### config.mk
export PLATFORM = sky130hd
export DESIGN_NAME = phase_lock_cmp
export DESIGN_NICKNAME = d
export VERILOG_FILES = /design/src/rtl/pfd_pkg.sv /design/src/rtl/pfd_edge_rise.sv /design/src/rtl/pfd_fsm.sv /design/src/rtl/pfd_width_timer.sv /design/src/rtl/pfd_lock_qual.sv /design/src/rtl/pfd_pump_drive.sv /design/src/rtl/phase_lock_cmp.sv
export SDC_FILE = /design/constraint.sdc
export NUM_CORES = 1
export LEC_CHECK = 0
export BUFFER_PORTS_ARGS = -buffer_cell sky130_fd_sc_hd__clkbuf_2
export CORE_MARGIN = 1.5
export CORE_UTILIZATION = 45
export DETAILED_ROUTE_END_ITERATION = 16
export HOLD_SLACK_MARGIN = 0.03
export PLACE_DENSITY_LB_ADDON = 0.25
export SETUP_SLACK_MARGIN = 0.3
export SLEW_MARGIN = 20
export SYNTH_ARGS = -nofsm -noshare
export SYNTH_HDL_FRONTEND = slang
export SYNTH_SLANG_ARGS = --single-unit
### constraint.sdc
create_clock -name clk -period 3.7 [get_ports clk]
set_input_delay 0.555 -clock clk [delete_from_list [all_inputs] [get_ports clk]]
set_output_delay 0.555 -clock clk [all_outputs]
set_load 0.005 [all_outputs]
### src/rtl/pfd_pkg.sv
package pfd_pkg;

    typedef enum logic [1:0] {
        PH_IDLE = 2'd0,
        PH_UP   = 2'd1,
        PH_DN   = 2'd2
    } ph_state_e;

    typedef enum logic {
        LK_UNLOCKED = 1'b0,
        LK_LOCKED   = 1'b1
    } lk_state_e;

    typedef struct packed {
        logic oe;
        logic lvl;
    } drive_t;

    localparam int unsigned NUM_DRIVES = 2;
    localparam int unsigned PAS_IDX    = 0;
    localparam int unsigned ACT_IDX    = 1;

endpackage

### src/rtl/pfd_edge_rise.sv
module pfd_edge_rise (
    input  logic clk,
    input  logic rst_n,
    input  logic din,
    output logic rise
);

    logic prev_q;

    // history follows the input at all times, standby included
    always_ff @(posedge clk or negedge rst_n) begin
        if (!rst_n) begin
            prev_q <= 1'b0;
        end else begin
            prev_q <= din;
        end
    end

    assign rise = din & ~prev_q;

endmodule

### src/rtl/pfd_fsm.sv
module pfd_fsm
    import pfd_pkg::*;
(
    input  logic      clk,
    input  logic      rst_n,
    input  logic      run,
    input  logic      ref_rise,
    input  logic      fb_rise,
    output ph_state_e state,
    output logic      cyc_end
);

    ph_state_e nxt;

    // state register
    always_ff @(posedge clk or negedge rst_n) begin
        if (!rst_n) begin
            state <= PH_IDLE;
        end else begin
            state <= nxt;
        end
    end

    // next-state decision
    always_comb begin
        nxt = state;
        if (!run) begin
            nxt = PH_IDLE;
        end else begin
            unique case (state)
                PH_IDLE: begin
                    if (ref_rise && !fb_rise) begin
                        nxt = PH_UP;
                    end else if (fb_rise && !ref_rise) begin
                        nxt = PH_DN;
                    end
                end
                PH_UP: begin
                    if (fb_rise) begin
                        nxt = PH_IDLE;
                    end
                end
                PH_DN: begin
                    if (ref_rise) begin
                        nxt = PH_IDLE;
                    end
                end
                default: nxt = PH_IDLE;
            endcase
        end
    end

    // a compare cycle closes when a pump stops or both edges coincide
    always_comb begin
        cyc_end = 1'b0;
        if (run) begin
            if (state != PH_IDLE && nxt == PH_IDLE) begin
                cyc_end = 1'b1;
            end else if (state == PH_IDLE && ref_rise && fb_rise) begin
                cyc_end = 1'b1;
            end
        end
    end

endmodule

### src/rtl/pfd_width_timer.sv
module pfd_width_timer
    import pfd_pkg::*;
#(
    parameter int unsigned WIDTH_LIMIT = 8
) (
    input  logic      clk,
    input  logic      rst_n,
    input  ph_state_e state,
    output logic      too_long
);

    localparam int unsigned CW = $clog2(WIDTH_LIMIT + 1);
    localparam logic [CW-1:0] LIM = CW'(WIDTH_LIMIT);

    logic [CW-1:0] wcnt_q;

    // counts completed clocks spent pumping, saturating at the limit
    always_ff @(posedge clk or negedge rst_n) begin
        if (!rst_n) begin
            wcnt_q <= '0;
        end else if (state == PH_IDLE) begin
            wcnt_q <= '0;
        end else if (wcnt_q < LIM) begin
            wcnt_q <= wcnt_q + 1'b1;
        end
    end

    assign too_long = (state != PH_IDLE) && (wcnt_q >= LIM);

endmodule

### src/rtl/pfd_lock_qual.sv
module pfd_lock_qual
    import pfd_pkg::*;
#(
    parameter int unsigned LOCK_CYCLES = 4
) (
    input  logic clk,
    input  logic rst_n,
    input  logic run,
    input  logic cyc_end,
    input  logic too_long,
    output logic locked
);

    localparam int unsigned CW = $clog2(LOCK_CYCLES + 1);
    localparam logic [CW-1:0] TARGET = CW'(LOCK_CYCLES);
    localparam logic [CW-1:0] LAST   = CW'(LOCK_CYCLES - 1);

    lk_state_e     lk_q, lk_nxt;
    logic [CW-1:0] cnt_q, cnt_nxt;

    // state register
    always_ff @(posedge clk or negedge rst_n) begin
        if (!rst_n) begin
            lk_q  <= LK_UNLOCKED;
            cnt_q <= '0;
        end else begin
            lk_q  <= lk_nxt;
            cnt_q <= cnt_nxt;
        end
    end

    // transitions
    always_comb begin
        lk_nxt  = lk_q;
        cnt_nxt = cnt_q;
        if (!run || too_long) begin
            lk_nxt  = LK_UNLOCKED;
            cnt_nxt = '0;
        end else if (cyc_end) begin
            unique case (lk_q)
                LK_UNLOCKED: begin
                    if (cnt_q >= LAST) begin
                        lk_nxt  = LK_LOCKED;
                        cnt_nxt = TARGET;
                    end else begin
                        cnt_nxt = cnt_q + 1'b1;
                    end
                end
                LK_LOCKED: begin
                    cnt_nxt = TARGET;
                end
                default: begin
                    lk_nxt  = LK_UNLOCKED;
                    cnt_nxt = '0;
                end
            endcase
        end
    end

    // outputs
    always_comb begin
        locked = (lk_q == LK_LOCKED);
    end

endmodule

### src/rtl/pfd_pump_drive.sv
module pfd_pump_drive
    import pfd_pkg::*;
(
    input  logic      run,
    input  ph_state_e state,
    output drive_t    drv
);

    always_comb begin
        drv = '0;
        unique case (state)
            PH_UP:   drv = '{oe: run, lvl: run};
            PH_DN:   drv = '{oe: run, lvl: 1'b0};
            default: drv = '0;
        endcase
    end

endmodule

### src/rtl/phase_lock_cmp.sv
module phase_lock_cmp
    import pfd_pkg::*;
#(
    parameter int unsigned WIDTH_LIMIT = 8,
    parameter int unsigned LOCK_CYCLES = 4
) (
    input  logic clk,
    input  logic rst_n,
    input  logic run,
    input  logic ref_pulse,
    input  logic fb_pulse,
    output logic pas_oe,
    output logic pas_lvl,
    output logic act_oe,
    output logic act_lvl,
    output logic locked
);

    logic      ref_rise;
    logic      fb_rise;
    ph_state_e ph_state;
    logic      cyc_end;
    logic      too_long;
    drive_t    drv_q [NUM_DRIVES];

    pfd_edge_rise u_ref_edge (
        .clk   (clk),
        .rst_n (rst_n),
        .din   (ref_pulse),
        .rise  (ref_rise)
    );

    pfd_edge_rise u_fb_edge (
        .clk   (clk),
        .rst_n (rst_n),
        .din   (fb_pulse),
        .rise  (fb_rise)
    );

    pfd_fsm u_fsm (
        .clk      (clk),
        .rst_n    (rst_n),
        .run      (run),
        .ref_rise (ref_rise),
        .fb_rise  (fb_rise),
        .state    (ph_state),
        .cyc_end  (cyc_end)
    );

    pfd_width_timer #(
        .WIDTH_LIMIT (WIDTH_LIMIT)
    ) u_timer (
        .clk      (clk),
        .rst_n    (rst_n),
        .state    (ph_state),
        .too_long (too_long)
    );

    pfd_lock_qual #(
        .LOCK_CYCLES (LOCK_CYCLES)
    ) u_lock (
        .clk      (clk),
        .rst_n    (rst_n),
        .run      (run),
        .cyc_end  (cyc_end),
        .too_long (too_long),
        .locked   (locked)
    );

    // one drive decoder per filter output
    for (genvar g = 0; g < NUM_DRIVES; g++) begin : g_drv
        pfd_pump_drive u_drv (
            .run   (run),
            .state (ph_state),
            .drv   (drv_q[g])
        );
    end

    assign pas_oe  = drv_q[PAS_IDX].oe;
    assign pas_lvl = drv_q[PAS_IDX].lvl;
    assign act_oe  = drv_q[ACT_IDX].oe;
    assign act_lvl = drv_q[ACT_IDX].lvl;

endmodule

After elaboration in Yosys (flattened, before gate mapping)
Cells that the tools add are included.
Widths: inputs -> output; s select.
Word-level totals
  bits in registers: 12
  output and inout bits: 5
  word-level logic and storage cells: 53
Operators by class
  add/sub/neg operators: 2
  order comparisons: 3
  eq/ne operators: 2
  multiplexer cells: 20
  bitwise gates (word level): 5
  reductions and logical operators: 15
Operator list (count)
  $mux 2: 5
  $mux 3: 3
  $mux 4: 2
  $mux 1: 7
  $logic_and 1x1->1: 6
  $pmux 2 s3: 1
  $pmux 3 s2: 1
  $reduce_bool 2->1: 3
  $add 4x1->4 const B: 1
  $ge 4x4->1 const B: 1
  $logic_not 2->1: 2
  $lt 4x4->1 const B: 1
  $pmux 2 s2: 1
  $add 3x1->3 const B: 1
  $ge 3x2->1 const B: 1
  $logic_not 1->1: 3
  $not 1->1: 3
  $and 1x1->1: 2
  $eq 2x1->1 const B: 1
  $eq 2x2->1 const B: 1
  $logic_or 1x1->1: 1

Depth between registers and ports, before layout
  word-level depth: 14
  depth in mapped cells: 6

Hierarchy
From an unflattened synthesis, not the netlist that was laid out.
Unflattened totals
  cell total of the unflattened synthesis: 64
  area total of the unflattened synthesis: 710.7 um^2
By module, submodules not included
  pfd_lock_qual: times used 1, cells an instance 20, area each 235.2 um^2
  pfd_width_timer: times used 1, cells an instance 19, area each 200.2 um^2
  pfd_pump_drive: times used 2, cells an instance 7, area each 57.6 um^2
  pfd_fsm: times used 1, cells an instance 7, area each 82.6 um^2
  pfd_edge_rise: times used 2, cells an instance 2, area each 38.8 um^2

Least setup slack after synthesis
OpenSTA, ideal clock, no wires.
  kind: register -> output
  start point: reg u_fsm.state[0]
  end point: out pas_lvl
  arrival: 1137 ps
  data required time: 3145 ps
  slack: 2008 ps
  stages on the path, launching flop included: 5
  path through: dfrtp_1 > inv_1 > ha_1 > and3_2 > buf_4
On the way
  cells in the longest elaborated chain, start to end: 2
  elaborated cells between the ends (all ways): 3
RTL lines
  from (decl): line pfd_fsm.sv:9  | output ph_state_e state,
  from (signal assigned): line pfd_fsm.sv:20  | state <= nxt;
  $eq 2x2->1 or $eq 2x1->1 (tied branches)
  $pmux 2 s2 *
  to (decl): line phase_lock_cmp.sv:13  | output logic pas_lvl,
Every way passes the cells marked *; elsewhere a longest branch is shown, timed or not.

Final worst setup path
  start point: reg u_fsm.state[0]
  end point: out act_lvl
On the way
  cells in the longest elaborated chain, start to end: 2
  elaborated cells between the ends (all ways): 3
RTL lines
  $eq 2x2->1 or $eq 2x1->1 (tied branches): line pfd_pump_drive.sv:11  | unique case (state)
  $pmux 2 s2 *: line pfd_pump_drive.sv:11
  to (decl): line phase_lock_cmp.sv:15  | output logic act_lvl,
Marks and branches as above.

==> key figures <==
Synth
  – Post-Syn Instances: 67
  – Yosys reg bits: 12
  – Avg Cell Area, Syn: around 11 sq um
  – Post-synth top cells: dfrtp_1, ha_1, nor2_1, inv_1, mux2_1
  – Most frequent cell after synthesis: dfrtp_1
  – Cell accounting for the most synthesized area: dfrtp_1
  – Cell Area, Synth: 741 sq um
  – Top-area cell type share of the netlist area: slightly above 40%
  – Yosys synthesis warning count: 0
  – Synth async-reset ratio: between 90% and 100%
  – Post-synth EDFFs: 0
  – Top_reg_cell synth: dfrtp_1
  – Seq/Total Area, Yosys: 40.5%
  – Post-Syn Nets: 80
  – Yosys cell types: 27
  – Area contributors post-synth: dfrtp_1, ha_1, mux2_1

Route
  – Residual DRC: 0
  – DR vias: between 400 and 500
  – Routed WL per cell: between 10 and 15 um
  – Via/cell ratio: 5.13
  – 1st-pass router iterations: 2
  – Antenna viol nets, final: 0
  – DRT iter0 DRCs: 2
  – Total Wirelength: between 1 and 1.5 mm

Floorplanning
  – I/O Pins: 10
  – Floorplan Core Area: 0.00152 sq mm
  – Die Ht: approximately 44 um
  – Starting Density: ~49%
  – Die Wd: 43.6 um
  – # rows: 14
  – Die area: ~0.0019 sq mm

Global route
  – Met1 Usage GRT: 20.3%
  – Total GRT Usage: 14.9%
  – Initial antenna violation count: 0
  – Largest net degree at the start of global routing: 13
  – Grt ovf: 0
  – Grt met2 use: 22.1%
  – M3 GR Usage: 1.25%
  – Vias in the first global route: ~500
  – Global route hottest layer: met2
  – Global-route wire length before repair: around 2.1 mm

Final layout
  – Area of the multi-input gates: 394 sq um
  – Nets: between 90 and 100
  – Storage cell area: 300 sq um
  – Final instance area: 822 sq um
  – # diodes: 0
  – Layout fillers: between 100 and 150
  – Area Growth Syn to Fin: 11.0%
  – Share of cells above drive strength 1: 24.7%

CTS
  – Clock transition at path regs: about 70 ps
  – Resize count post-CTS: 0
  – CTS Hold Bufs: 0
  – Worst-skew pair later-pin latency: 260 ps
  – Post-CTS Setup Bufs: 0
  – Root buf cell: clkbuf_4
  – CTS tree: yes
  – H-Tree Depth: 1
  – CTS Buf Count: 3
  – CTS Sinks: 12
  – CTS Buffer Depth: 2

Power
  – P_leak: 0.404 nW
  – Pwr Density: 470 mW/mm^2
  – Peak supply drop: about 0.27 mV

Worst setup path
  – Crit. End Element: output pin
  – Cell Chain, Critical Path: inv_1, ha_1, and3_2, clkbuf_2
  – Max incr delay on CP: around 420 ps
  – Worst EP required: 3140 ps
  – Crit start category: register
  – Arr. time, crit path: 1450 ps
  – CP max FO: 5
  – Worst R2R Path Depth: 5
  – Slowest cell on crit path: dfrtp_1
  – Setup CP Type: reg2out

Timing
  – Setup Viol. Count Final: 0
  – Slew Viols, Final: 0
  – Slew margin rel.: 72.9%
  – Unrepaired setup endpoints after global routing: no
  – Max Freq: 0.498 GHz
  – Fin crit period: 2010 ps
  – Slew @ Worst Pin: 407 ps
  – Worst Clk Skew: 1.08 ps
  – Final Cycle Share: 54.3%
  – Fin Setup TNS: 0 ps
  – Final hold violation count: 0

Run status
  – Status: completed

Placed design
  – GP Congestion: 0.765
  – Placed instance area: 786 sq um
  – Dpl hpwl: 912 um
  – Number of port buffers: 9

Flow run
  – Max cap viols: 0

Worst hold path
  – Hold Crit Class: in2async
==> critical path, delay by kind of cell, from the launching register on <==
kind | cells | cell delay, ps
buffers and inverters | 2 | 230
flip-flops | 1 | 420
adder cells (fa/ha/maj) | 1 | 320
AND/OR/NAND/NOR | 1 | 220
==> state kept, by name (all words and copies together) (netlist names) <==
| register | cells |
|---|---|
| u_timer.wcnt_q | 4 |
| u_lock.cnt_q | 3 |
| u_fb_edge.prev_q | 1 |
| u_lock.locked | 1 |
| u_fsm.state | 2 |
| u_ref_edge.prev_q | 1 |
==> layout by cell type (no fill, tap or decap) <==
master     Yosys  final
dfrtp_1       12     12
clkbuf_2       0      9
nor2_1         8      8
ha_1           8      8
inv_1          6      6
mux2_1         4      4
nor2b_1        3      3
clkbuf_4       0      3
nand2b_1       2      2
maj3_1         2      2
a22oi_1        2      2
a21oi_1        2      2
inv_2          1      1
nand2b_2       1      1
a22o_1         1      1
and3_2         1      1
o211a_1        1      1
xnor2_1        1      1
mux2i_1        1      1
xor2_1         1      1
a2111oi_2      1      1
o211ai_1       1      1
nand2_1        1      1
a2111oi_4      1      1
a32oi_2        1      1
o21ai_0        1      1
nand3_1        1      1
clkbuf_8       0      1
==> report_power, final <==
group / switching [mW] / leakage [nW] / internal, mW
clock: 0.0401 / 0.0210 / 0.0597
combinational: 0.0532 / 0.226 / 0.0500
sequential: 0.0273 / 0.158 / 0.156
total: 0.121 / 0.404 / 0.266
==> cell type report <==
class                           instances  share of cell area (%)
Multi-Input combinational cell         45                    47.9
Sequential cell                        12                    36.5
Timing Repair Buffer                    9                    5.48
Clock buffer                            4                    4.41
Inverter                                7                    3.20
Tap cell                               16                    2.44
==> worst paths after layout <==
check                                      from               end  slack [ps]
worst min-delay path                      rst_n   u_lock.cnt_q[1]         160
worst max register to register  u_lock.cnt_q[0]   u_lock.cnt_q[2]        1890
worst max-delay path             u_fsm.state[0]           act_lvl        1690
worst min register to register  u_lock.cnt_q[1]   u_lock.cnt_q[1]         550
min in group clk                       fb_pulse  u_fb_edge.prev_q         420
max in group asynchronous                 rst_n   u_lock.cnt_q[2]        3320
==> per-layer routing <==
layer	up-vias	wire length [um]
li1	249	-
met1	219	603
met2	7	477
met3	2	23
met4	0	13
met5	-	0
==> logic make-up after synthesis <==
logic type      Yosys count  share of synthesized area [%]
compound gates           11                           15.5
xor+xnor                  2                           2.37
fa+ha+maj                10                           16.2
buf+inv                  10                           6.25
flops                    12                           40.5
mux                       5                           7.43
simple gates             17                           11.7
==> through the flow <==
step                std cells  util [%]  hold WS [ps]  worst slack, ps  total power, mW
floorplan                  67         -           259             2010            0.258
global placement           89      51.6           457             1910            0.287
detailed placement         89      51.6           453             1890            0.290
CTS                        93      53.9           159             1670            0.393
global route               93      53.9           173             1590            0.418
finish                     93      53.9           158             1690            0.386
No activity file was read; power rests on OpenSTA's default activity.
